**config.mk**
```make
export PLATFORM = sky130hd
export DESIGN_NAME = pb_wiper_ctrl
export DESIGN_NICKNAME = d
export VERILOG_FILES = /design/src/rtl/pb_wiper_pkg.sv /design/src/rtl/pb_press_timer.sv /design/src/rtl/pb_pos_reg.sv /design/src/rtl/pb_wiper_ctrl.sv
export SDC_FILE = /design/constraint.sdc
export NUM_CORES = 1
export LEC_CHECK = 0
export BUFFER_PORTS_ARGS = -buffer_cell sky130_fd_sc_hd__buf_2
export CAP_MARGIN = 20
export CORE_MARGIN = 5
export CORE_UTILIZATION = 25
export CTS_BUF_LIST = sky130_fd_sc_hd__clkbuf_4 sky130_fd_sc_hd__clkbuf_8 sky130_fd_sc_hd__clkbuf_16
export CTS_CLUSTER_SIZE = 10
export DETAILED_ROUTE_END_ITERATION = 12
export GPL_ROUTABILITY_DRIVEN = 0
export SKIP_CTS_REPAIR_TIMING = 1
export SLEW_MARGIN = 20
export SYNTH_ARGS = -nofsm -noshare
export SYNTH_HDL_FRONTEND = slang
export SYNTH_SLANG_ARGS = --single-unit
export TNS_END_PERCENT = 50
```
**constraint.sdc**
```tcl
create_clock -name clk -period 2.11 [get_ports clk]
set_input_delay 0.5275 -clock clk [delete_from_list [all_inputs] [get_ports clk]]
set_output_delay 0.5275 -clock clk [all_outputs]
set_load 0.02 [all_outputs]
```
**src/rtl/pb_wiper_pkg.sv**
```systemverilog
package pb_wiper_pkg;
  localparam int CODE_W = 6;
  localparam int POS_W  = CODE_W + 1;
  typedef logic [POS_W-1:0] pos_t;

  localparam pos_t POS_BOT  = {POS_W{1'b1}};
  localparam pos_t POS_TOP  = pos_t'(1) << CODE_W;
  localparam pos_t POS_MAXC = POS_TOP - pos_t'(1);
  localparam pos_t POS_MID  = pos_t'(1) << (CODE_W - 1);

  // next position for an up step
  function automatic pos_t pos_inc(input pos_t p);
    if (p == POS_BOT)       return '0;
    else if (p >= POS_MAXC) return POS_TOP;
    else                    return p + pos_t'(1);
  endfunction

  // next position for a down step
  function automatic pos_t pos_dec(input pos_t p);
    if (p == POS_TOP)            return POS_MAXC;
    else if (p == '0 || p == POS_BOT) return POS_BOT;
    else                         return p - pos_t'(1);
  endfunction

  function automatic logic is_end(input pos_t p);
    return (p == POS_BOT) || (p == POS_TOP);
  endfunction
endpackage

```
**src/rtl/pb_press_timer.sv**
```systemverilog
module pb_press_timer #(
  parameter int DEB_MS  = 8,
  parameter int HOLD_MS = 1000,
  parameter int STEP_MS = 140
) (
  input  logic clk,
  input  logic rst_n,
  input  logic tick_ms,
  input  logic active,
  output logic fire
);
  localparam int HW = $clog2(HOLD_MS + 1);
  localparam int SW = $clog2(STEP_MS + 1);
  localparam logic [HW-1:0] HOLD_C = HW'(HOLD_MS);
  localparam logic [HW-1:0] DEB_C  = HW'(DEB_MS);
  localparam logic [SW-1:0] STEP_L = SW'(STEP_MS - 1);

  logic [HW-1:0] hold_cnt;
  logic [SW-1:0] scan_cnt;
  logic          in_scan;
  logic          deb_hit;
  logic          scan_hit;

  assign in_scan  = (hold_cnt == HOLD_C);
  assign deb_hit  = !in_scan && (hold_cnt + HW'(1) == DEB_C);
  assign scan_hit = in_scan && (scan_cnt == STEP_L);
  assign fire     = active && tick_ms && (deb_hit || scan_hit);

  always_ff @(posedge clk or negedge rst_n) begin
    if (!rst_n) begin
      hold_cnt <= '0;
      scan_cnt <= '0;
    end else if (!active) begin
      hold_cnt <= '0;
      scan_cnt <= '0;
    end else if (tick_ms) begin
      if (!in_scan)      hold_cnt <= hold_cnt + HW'(1);
      else if (scan_hit) scan_cnt <= '0;
      else               scan_cnt <= scan_cnt + SW'(1);
    end
  end
endmodule

```
**src/rtl/pb_pos_reg.sv**
```systemverilog
module pb_pos_reg
  import pb_wiper_pkg::*;
(
  input  logic clk,
  input  logic rst_n,
  input  logic inc,
  input  logic dec,
  input  logic load,
  input  pos_t load_val,
  output pos_t pos,
  output logic pulse
);
  pos_t nxt;
  logic moved;

  always_comb begin
    nxt = pos;
    if (inc)      nxt = pos_inc(pos);
    else if (dec) nxt = pos_dec(pos);
    moved = (nxt != pos);
  end

  always_ff @(posedge clk or negedge rst_n) begin
    if (!rst_n) begin
      pos   <= POS_MID;
      pulse <= 1'b0;
    end else if (load) begin
      pos   <= load_val;
      pulse <= 1'b0;
    end else begin
      pos   <= nxt;
      pulse <= moved;
    end
  end
endmodule

```
**src/rtl/pb_wiper_ctrl.sv**
```systemverilog
module pb_wiper_ctrl
  import pb_wiper_pkg::*;
#(
  parameter int DEB_MS  = 8,
  parameter int HOLD_MS = 1000,
  parameter int STEP_MS = 140
) (
  input  logic              clk,
  input  logic              rst_n,
  input  logic              tick_ms,
  input  logic              btn_up,
  input  logic              btn_dn,
  input  logic              lock,
  input  logic              restore_vld,
  input  logic [CODE_W-1:0] restore_code,
  output logic [POS_W-1:0]  pos,
  output logic              end_scale,
  output logic              step_pulse
);
  logic [1:0] btn_v;
  logic [1:0] act_v;
  logic [1:0] fire_v;
  logic       up_evt;
  logic       dn_evt;
  pos_t       pos_q;

  assign btn_v = {btn_dn, btn_up};

  genvar gi;
  generate
    for (gi = 0; gi < 2; gi++) begin : g_btn
      assign act_v[gi] = btn_v[gi] && !btn_v[1-gi] && !lock;
      pb_press_timer #(
        .DEB_MS (DEB_MS),
        .HOLD_MS(HOLD_MS),
        .STEP_MS(STEP_MS)
      ) i_timer (
        .clk    (clk),
        .rst_n  (rst_n),
        .tick_ms(tick_ms),
        .active (act_v[gi]),
        .fire   (fire_v[gi])
      );
    end
  endgenerate

  assign up_evt = fire_v[0];
  assign dn_evt = fire_v[1];

  pb_pos_reg i_pos (
    .clk     (clk),
    .rst_n   (rst_n),
    .inc     (up_evt),
    .dec     (dn_evt),
    .load    (restore_vld),
    .load_val({1'b0, restore_code}),
    .pos     (pos_q),
    .pulse   (step_pulse)
  );

  assign pos       = pos_q;
  assign end_scale = is_end(pos_q);
endmodule

```
==> results_dict.tcl, run 1 <==
set metrics [dict create \
    status "finished, violations left" \
    violations "negative setup slack" \
    core_um2 12500 \
    drc 0 \
    io_buffers 21 \
    wire_per_inst_um 13.4 \
    clk_latency_ns 0.29 \
    min_period_over_period_pct 113 \
    setup_tns_ns -1.56 \
    synthCells 379 \
    synth_top_family_by_area "simple AND/OR/NAND/NOR gates" \
    synthAdderAreaFrac_pct 3.98 \
    crit_chain "inv_1 > ha_2 > and4bb_1 > o2bb2ai_2 > a2111oi_4 > a41o_1 > buf_4 > buf_4 > o21ai_1 > a32o_1" \
    min_path_type "in2async" \
    synth-simple-area-share_pct 29.9 \
    crit_type "reg2reg" \
    cts-root-buf "clkbuf_16" \
    critPathCaptureType "flip-flop" \
    synth_compound_area_share_pct 18.9 \
    p_seq_share_pct 41.2 \
    synth_ff_type "dfrtp_1" \
    diodes 0 \
    htree_levels 2 \
    yosysSeqAreaShare_pct 35.0 \
    endpoint "i_pos.pos[0]" \
    cpPeakStageDelay_ns 0.44 \
    row_count 41 \
    die_w_um 122 \
    switching_share_pct 23.5 \
    critPathLaunchType "flip-flop" \
    syn-num-nets 402 \
    synthToLayoutAreaGrowth_pct 44.6 \
    pwr-share-clk_pct 47.2 \
    r2r_end "i_pos.pos[0]" \
    p_int_uw 1630 \
    num_io_pins 22 \
    power_density_nw_per_um2 468 \
    maxCapViolations 0 \
    clk_pin_slew_ns 0.07 \
    drt_iter0_drc 259 \
    combPwrFrac_pct 11.6 \
    num_vias 3182 \
    leakage_uw 0.00189 \
    grt_pass1_vias 3006 \
    dieArea_um2 14900 \
    finalCriticalPeriod_ns 2.38 \
    routed_via_density 4.87 \
    layout-drive-gt1-share_pct 36.5 \
    max_slew.worst_pin.slew_ns 0.608 \
    numCtsBuffers 5 \
    maxSlewHeadroom_pct 59.4 \
    cts_tree "done" \
    synth-edff-count 0 \
    first_pass_iters 5 \
    synth-seq-cells 44 \
    cpMostUsedCell "buf_4" \
    r2r_start "g_btn[0].i_timer.hold_cnt[0]" \
    syn_area_um2 3150 \
    initial_utilization_pct 25.2 \
    synth_xor_area_share_pct 6.68 \
    cts_max_path_buffers 2 \
    ant_nets 0 \
    clkSinkCount 44 \
    globalRoute.totalOverflow 0 \
    setup_violations 8 \
    async_flop_share_pct 100 \
    grt_pass1_wl_um 14200 \
    grt_max_degree 45 \
    timing.fmax_mhz 420 \
    cp_max_fo 5 \
    synth.distinct_cells 59 \
    postLayoutCoreUtil_pct 36.5 \
    critPathLaunch "g_btn[0].i_timer.hold_cnt[0]" \
    routed_wirelength_um 8770 \
    finalMaxSlewViolations 0 \
    nFillCells 1269 \
    rr_worst_depth 10 \
    crit_required_ns 2.28 \
    p_sw_uw 501 \
    yosys_warnings 0 \
    antenna_found_initial 0 \
    rsz0062_at_grt "true" \
    place_hpwl_um 6320 \
    finalHoldViolations 0 \
    fin_ws_ns -0.274 \
    die_y_um 122 \
    crit_arrival_ns 2.56 \
    cp_slowest_cell "dfrtp_1" \
    nets 505 \
    irDropWorstVdd_v 0.000239 \
    clock-skew-final_ns 0.00566 \
    rrSetupSlack_ns -0.27 \
    synthMuxAreaShare_pct 1.31 \
    avgSynthCellArea_um2 8.30 \
    grt_use_total_pct 11.6 \
]
==> metrics by stage <==
step / instance area [µm²] / power [µW] / std cells / worst slack [ns] / hold WS, ns
4_1_cts: 4260 / 2130 / 647 / -0.257 / 0.364
2_1_floorplan: 3200 / 1010 / 379 / -0.117 / 0.232
5_1_grt: 4550 / 2200 / 654 / -0.425 / 0.402
6_report: 4550 / 2130 / 654 / -0.274 / 0.324
3_3_place_gp: 4080 / 1110 / 640 / -0.260 / 0.528
3_5_place_dp: 4080 / 1120 / 640 / -0.262 / 0.560
==> state kept, by name, summed over array words and instances, names as in the netlist <==
register / count
i_pos.pulse: 1
g_btn.i_timer.hold_cnt: 20
i_pos.pos: 7
g_btn.i_timer.scan_cnt: 16
==> worst min-delay path by stage <==
stage / start / end / slack (ns) / cells past startpoint
2_1_floorplan: rst_n / g_btn[0].i_timer.hold_cnt[0] / 0.23 / 0
3_3_place_gp: g_btn[1].i_timer.scan_cnt[1] / g_btn[1].i_timer.scan_cnt[1] / 0.53 / 2
3_5_place_dp: g_btn[1].i_timer.scan_cnt[7] / g_btn[1].i_timer.scan_cnt[7] / 0.56 / 2
4_1_cts: rst_n / g_btn[0].i_timer.hold_cnt[6] / 0.36 / 2
5_1_grt: rst_n / g_btn[0].i_timer.hold_cnt[9] / 0.40 / 2
6_report: rst_n / g_btn[0].i_timer.hold_cnt[2] / 0.32 / 2
==> cell type report <==
class	count	area, µm²	share of cell area (%)
tap	172	215	4.73
sequential	44	1100	24.3
clock buffer	5	125	2.75
clock inverter	2	60.1	1.32
multi-input combinational	303	2170	47.8
inverter	15	56.3	1.24
timing repair buffer	113	813	17.9
==> per-layer routing <==
metal | vias to the layer above | wire length [µm] | track usage, %
met5 | - | 0 | 0
met1 | 1522 | 4000 | 14.9
met3 | 14 | 385 | 2.79
met2 | 58 | 4250 | 19.3
li1 | 1588 | - | -
met4 | 0 | 127 | 3.22
==> cells in the mapped netlist (3+ instances only) <==
cell type / number / area, µm²
nor2_1: 47 / 176
inv_1: 15 / 56.3
nand4b_1: 3 / 26.3
dfrtp_1: 43 / 1080
xnor2_1: 10 / 87.6
a311oi_1: 3 / 26.3
nand3_1: 24 / 120
nor3b_1: 6 / 45.0
nand2b_1: 3 / 18.8
mux2i_1: 3 / 30.0
clkbuf_1: 10 / 37.5
buf_2: 6 / 30.0
and2_1: 6 / 37.5
a31oi_1: 7 / 43.8
o31ai_1: 5 / 37.5
o211ai_1: 3 / 22.5
nand2_1: 32 / 120
a21oi_1: 19 / 95.1
nor3_1: 14 / 70.1
and3_1: 9 / 56.3
ha_1: 10 / 125
xor2_1: 14 / 123
nor4_1: 5 / 31.3
o21ai_0: 21 / 105
o21ai_1: 3 / 15.0
nand4_1: 9 / 56.3
or3_1: 5 / 31.3
and4_1: 4 / 35.0
==> worst max-delay path: cells and delay by family (launching register included) <==
family / cells / cell delay, ns
AOI/OAI and AO/OA: 5 / 1.10
adders and majority gates: 1 / 0.16
buffers and inverters: 3 / 0.31
DFF: 1 / 0.44
and+or+nand+nor: 1 / 0.25
==> kinds of logic after synthesis <==
family          count (synthesis)
compound gates                 86
xor+xnor                       24
fa+ha+maj                      10
buf+inv                        32
flops                          44
mux                             4
simple gates                  179
==> cells in the final DEF (no fill, tap or decap), types with 4 or more instances in the layout <==
master / instances
buf_4: 89
nor2_1: 43
dfrtp_1: 41
nand2_1: 30
nand3_1: 22
o21ai_0: 21
buf_2: 20
a21oi_1: 17
xor2_1: 14
inv_1: 13
nor3_1: 11
nand4_1: 9
xnor2_1: 9
and3_1: 8
a31oi_1: 7
and2_1: 5
o31ai_1: 5
or3_1: 5
clkbuf_16: 5
nor4_1: 4
ha_4: 4
buf_6: 4
==> power groups by stage <==
stage | combinational (µW) | clock [µW] | sequential (µW)
after floorplan | 111 | 0 | 897
after global placement | 228 | 0 | 886
after detailed placement | 230 | 0 | 886
after CTS | 231 | 1030 | 870
after global routing | 271 | 1050 | 877
final | 247 | 1010 | 876
(Power assumes the default switching activity.)
==> inputs of run 2 (changes only) <==
--- a/config.mk
+++ b/config.mk
@@ -5,6 +5,7 @@
 export SDC_FILE = /design/constraint.sdc
 export NUM_CORES = 1
 export LEC_CHECK = 0
+export ABC_AREA = 1
 export BUFFER_PORTS_ARGS = -buffer_cell sky130_fd_sc_hd__buf_2
 export CAP_MARGIN = 20
 export CORE_MARGIN = 5
==> results_dict.tcl, run 2 <==
set metrics [dict create \
    antenna_found_initial 0 \
    async_flop_share_pct 100 \
    ant_nets 0 \
    num_io_pins 22 \
    layout-drive-gt1-share_pct 30.2 \
    rsz0062_at_grt "true" \
    synth-edff-count 0 \
    reg_top3 "g_btn.i_timer.hold_cnt (20), g_btn.i_timer.scan_cnt (16), i_pos.pos (7)" \
    pwr-share-clk_pct 42.7 \
    drc 0 \
    max_slew.worst_pin.slew_ns 0.701 \
    synth_top_area_share_pct 31.9 \
    violations "negative setup slack" \
    nets 615 \
    drt_iter0_drc 195 \
    critPathCaptureType "flip-flop" \
    maxCapViolations 0 \
    maxSlewHeadroom_pct 52.9 \
    yosysSeqAreaShare_pct 32.7 \
    irDropWorstVdd_v 0.000325 \
    power_density_nw_per_um2 464 \
    fin_ws_ns -0.143 \
    p_seq_share_pct 41.2 \
    finalCriticalPeriod_ns 2.25 \
    die_y_um 126 \
    leakage_uw 0.00209 \
    cp_max_fo 7 \
    htree_levels 2 \
    p_sw_uw 562 \
    finalHoldViolations 0 \
    grt_use_total_pct 11.0 \
    die_w_um 126 \
    min_path_type "in2async" \
    routed_via_density 4.58 \
    dp_slack_ns -0.165 \
    holdWs_ns 0.322 \
    synth-seq-cells 44 \
    crit_required_ns 2.29 \
    numCtsBuffers 5 \
    yosysMostFrequentCell "nand2_1" \
    fin_cells 769 \
    max_flop_register "g_btn.i_timer.hold_cnt" \
    synthToLayoutAreaGrowth_pct 36.0 \
    finalMaxSlewViolations 0 \
    min_period_over_period_pct 107 \
    io_buffers 21 \
    row_count 42 \
    grt_pass1_vias 3286 \
    avgSynthCellArea_um2 6.81 \
    synth_area_leaders "dfrtp_1 32%, nand2_1 14%, nand3_1 7.7%" \
    yosys_warnings 0 \
    crit_type "reg2reg" \
    clk_pin_slew_ns 0.07 \
    cts_tree "done" \
    critPathLaunchType "flip-flop" \
    initial_utilization_pct 25.5 \
    synthCells 495 \
    synth_ff_type "dfrtp_1" \
    num_vias 3520 \
    globalRoute.totalOverflow 0 \
    synth_common_cells "129 x nand2_1, 59 x inv_1, 52 x nand3_1, 50 x nor2_1, 43 x dfrtp_1" \
    final_common_cell "nand2_1" \
    timing.fmax_mhz 444 \
    p_int_uw 1560 \
    dieArea_um2 15900 \
    synth.distinct_cells 44 \
    clock-skew-final_ns 0.00733 \
    clkSinkCount 44 \
    largest_reg_flops 20 \
    syn-num-nets 518 \
    placedCellCount 754 \
    diodes 0 \
    first_pass_iters 5 \
    wire_per_inst_um 11.9 \
    grt_max_degree 45 \
    crit_arrival_ns 2.44 \
    synth_top_area_cell "dfrtp_1" \
    place_hpwl_um 6800 \
    switching_share_pct 26.4 \
    combPwrFrac_pct 16.2 \
    setup_violations 4 \
    total_power_uw 2130 \
    cts-root-buf "clkbuf_16" \
    core_um2 13200 \
    clk_latency_ns 0.28 \
    rrSetupSlack_ns -0.14 \
    grt_pass1_wl_um 15000 \
    final_cell_mix "121 x nand2_1, 77 x buf_4, 55 x inv_1" \
    status "finished, violations left" \
    routed_wirelength_um 9140 \
    setup_tns_ns -0.289 \
    syn_area_um2 3370 \
    cts_max_path_buffers 2 \
]
==> run 2: cell types whose count changed after synthesis, moves of 9 or more <==
cell     delta
o22ai_1     +9
xor2_1     -11
inv_1      +44
nand3_1    +28
nand2_1    +97
and3_1      -9
==> run 2: power by group through the flow <==
stage	logic (µW)	registers [µW]	clock network [µW]
after floorplan	154	904	0
after global placement	327	890	0
after detailed placement	323	890	0
after CTS	325	874	936
after global routing	384	877	980
final	344	875	907
==> run 2: through the flow <==
step,util [%],area [µm²]
after detailed placement,31.6,4180
after CTS,32.9,4350
after global placement,31.6,4180
after global routing,34.6,4590
final,34.6,4590
after floorplan,-,3380
==> run 2: cell families after synthesis <==
group / count (synthesis) / synth area share [%]
DFF: 44 / 32.7
buffers and inverters: 75 / 8.83
AOI/OAI and AO/OA: 62 / 10.5
adders and majority gates: 10 / 3.71
and+or+nand+nor: 299 / 43.0
xor gates and xnor gates: 5 / 1.30
==> run 2: final timing paths <==
kind / start / endpoint / cells past startpoint
max: g_btn[1].i_timer.hold_cnt[0] / i_pos.pulse / 20
min: rst_n / i_pos.pos[1] / 2
min in group clk: restore_vld / i_pos.pos[6] / 2
max reg2reg: g_btn[1].i_timer.hold_cnt[0] / i_pos.pulse / 20
min reg2reg: g_btn[1].i_timer.scan_cnt[1] / g_btn[1].i_timer.scan_cnt[1] / 1
max in group asynchronous: rst_n / g_btn[1].i_timer.hold_cnt[2] / 2
==> run 2: area by class of cell <==
cell class	instances	area, µm²
flip-flops and latches	44	1110
clock buffers	5	125
multi-input cells	376	2150
repair buffers	98	689
well taps	176	220
fillers	1434	8660
clock inverters	3	46.3
inverters	67	253
==> run 2: per-layer routing <==
layer  track usage [%]  vias to the layer above  share of wire (%)
met2              18.2                       86                 48
met3              1.78                        6                3.6
met5                 0                        -                  0
met1              15.3                     1592                 48
met4              1.96                        0               0.80
li1                  -                     1836                  -
==> run 2: critical path, cell delays in order (launching register included) <==
cell	delay, ns
dfrtp_2	0.44
buf_6	0.13
buf_4	0.12
nand3_2	0.09
nand2_1	0.06
nand2_1	0.08
nand2_1	0.05
inv_1	0.08
nand2_2	0.06
nor2_2	0.11
nand2_2	0.07
nand2_4	0.13
nand2_8	0.11
nand2_2	0.11
nand3_4	0.09
nand3_2	0.07
nand2_1	0.07
nor2_1	0.09
nand3_1	0.09
nand2_1	0.07
inv_1	0.04
==> inputs of run 3 (changes only) <==
--- a/config.mk
+++ b/config.mk
@@ -6,7 +6,7 @@
 export NUM_CORES = 1
 export LEC_CHECK = 0
 export ABC_AREA = 1
-export BUFFER_PORTS_ARGS = -buffer_cell sky130_fd_sc_hd__buf_2
+export BUFFER_PORTS_ARGS = -buffer_cell sky130_fd_sc_hd__buf_4
 export CAP_MARGIN = 20
 export CORE_MARGIN = 5
 export CORE_UTILIZATION = 25
==> results_dict.tcl, run 3 (synthesis results as in run 2) <==
set metrics [dict create \
    status "finished, violations left" \
    violations "negative setup slack" \
    nFillCells 1389 \
    setup_violations 4 \
    crit_type "reg2out" \
    p_sw_uw 605 \
    num_vias 3682 \
    die_y_um 126 \
    critPathLaunchType "flip-flop" \
    clk_pin_slew_ns 0.07 \
    clock-skew-final_ns 0.00476 \
    placedCellCount 755 \
    critPathCaptureType "primary output" \
    switching_share_pct 27.6 \
    min_period_over_period_pct 106 \
    cts-root-buf "clkbuf_16" \
    routed_via_density 4.75 \
    min_path_type "in2async" \
    htree_levels 2 \
    power_density_nw_per_um2 457 \
    maxCapViolations 0 \
    p_int_uw 1590 \
    irDropWorstVdd_v 0.000274 \
    fin_cells 775 \
    final_cell_mix "110 x nand2_1, 99 x buf_4, 52 x inv_1" \
    cts_max_path_buffers 2 \
    reg_top3 "g_btn.i_timer.hold_cnt (20), g_btn.i_timer.scan_cnt (16), i_pos.pos (7)" \
    grt_pass1_vias 3466 \
    fin_ws_ns -0.137 \
    max_slew.worst_pin.slew_ns 0.611 \
    globalRoute.totalOverflow 0 \
    diodes 0 \
    pwr-share-clk_pct 42.2 \
    leakage_uw 0.00215 \
    rsz0062_at_grt "true" \
    drt_iter0_drc 173 \
    place_hpwl_um 7200 \
    die_w_um 126 \
    cp_max_fo 4 \
    finalMaxSlewViolations 0 \
    num_io_pins 22 \
    io_buffers 21 \
    crit_required_ns 1.58 \
    initial_utilization_pct 25.5 \
    clk_latency_ns 0.29 \
    layout-drive-gt1-share_pct 36.2 \
    antenna_found_initial 0 \
    first_pass_iters 4 \
    row_count 42 \
    core_um2 13200 \
    wire_per_inst_um 12.8 \
    drc 0 \
    final_common_cell "nand2_1" \
    grt_max_degree 45 \
    cts_tree "done" \
    largest_reg_flops 20 \
    max_flop_register "g_btn.i_timer.hold_cnt" \
    combPwrFrac_pct 17.5 \
    routed_wirelength_um 9900 \
    grt_use_total_pct 11.8 \
    p_seq_share_pct 40.2 \
    ant_nets 0 \
    clkSinkCount 44 \
    maxSlewHeadroom_pct 59.3 \
    nets 621 \
    synthToLayoutAreaGrowth_pct 42.7 \
    grt_pass1_wl_um 16100 \
    dieArea_um2 15900 \
    numCtsBuffers 5 \
    dp_slack_ns -0.0940 \
    finalCriticalPeriod_ns 2.25 \
    crit_arrival_ns 1.72 \
    timing.fmax_mhz 445 \
    finalHoldViolations 0 \
]
-- run 3: cell types whose count changed in the layout (fill, tap and decap cells not counted), moves of 3 or more --
cell,change
dfrtp_1,-5
inv_1,-3
buf_2,-20
nor2_1,-5
nand3_1,-6
buf_6,+3
nand2_2,+9
buf_4,+22
nand3_2,+7
nand2_1,-11
nand2_4,+3
dfrtp_2,+5
nor2_2,+3
inv_2,+3
-- run 3: per-layer routing --
| metal | wire length (µm) | vias up | global-route usage (%) |
|---|---|---|---|
| met1 | 4420 | 1745 | 15.4 |
| met3 | 357 | 9 | 1.91 |
| met4 | 84 | 0 | 3.09 |
| met5 | 0 | - | 0 |
| met2 | 5040 | 80 | 20.2 |
| li1 | - | 1848 | - |
-- run 3: power groups by stage --
| stage | clock (µW) | combinational [µW] | sequential (µW) |
|---|---|---|---|
| global placement | 0 | 342 | 893 |
| detailed placement | 0 | 341 | 894 |
| global route | 985 | 423 | 884 |
| floorplan | 0 | 154 | 904 |
| CTS | 951 | 343 | 878 |
| finish | 927 | 385 | 883 |
-- run 3: final timing paths --
kind	from	end	slack, ns	cells past startpoint
worst max-delay path	i_pos.pos[0]	end_scale	-0.14	9
worst min-delay path	rst_n	i_pos.pos[2]	0.24	1
worst max register to register	g_btn[0].i_timer.hold_cnt[0]	i_pos.pulse	-0.11	21
worst min register to register	g_btn[0].i_timer.scan_cnt[3]	g_btn[0].i_timer.scan_cnt[3]	0.56	2
max in group asynchronous	rst_n	g_btn[1].i_timer.hold_cnt[2]	1.41	1
min in group clk	restore_vld	i_pos.pos[6]	0.42	2
-- run 3: cell type report --
| cell class | instances | area (µm²) | share of cell area (%) |
|---|---|---|---|
| clock buffer | 5 | 125 | 2.60 |
| inverter | 67 | 253 | 5.26 |
| tap | 176 | 220 | 4.58 |
| multi-input combinational | 377 | 2260 | 47.1 |
| sequential | 44 | 1110 | 23.1 |
| clock inverter | 3 | 46.3 | 0.963 |
| timing repair buffer | 103 | 788 | 16.4 |
-- run 3: stage by stage --
stage                     TNS [ns]  hold WS, ns  area (µm²)  util, %  total power [µW]
after floorplan                  0        0.232        3380        -              1060
after global placement     -0.0902        0.543        4240     32.0              1240
after detailed placement    -0.113        0.550        4240     32.0              1230
after CTS                   -0.422        0.272        4410     33.3              2170
after global routing         -1.43        0.294        4810     36.3              2290
final                       -0.356        0.242        4810     36.3              2200
-- run 3: critical path: stages (launching register included) --
cell,delay (ns)
dfrtp_1,0.41
ha_2,0.22
nand2_2,0.07
inv_2,0.10
nand3_4,0.09
nor2_4,0.15
nand2_2,0.08
buf_4,0.15
nand2_2,0.05
buf_6,0.11
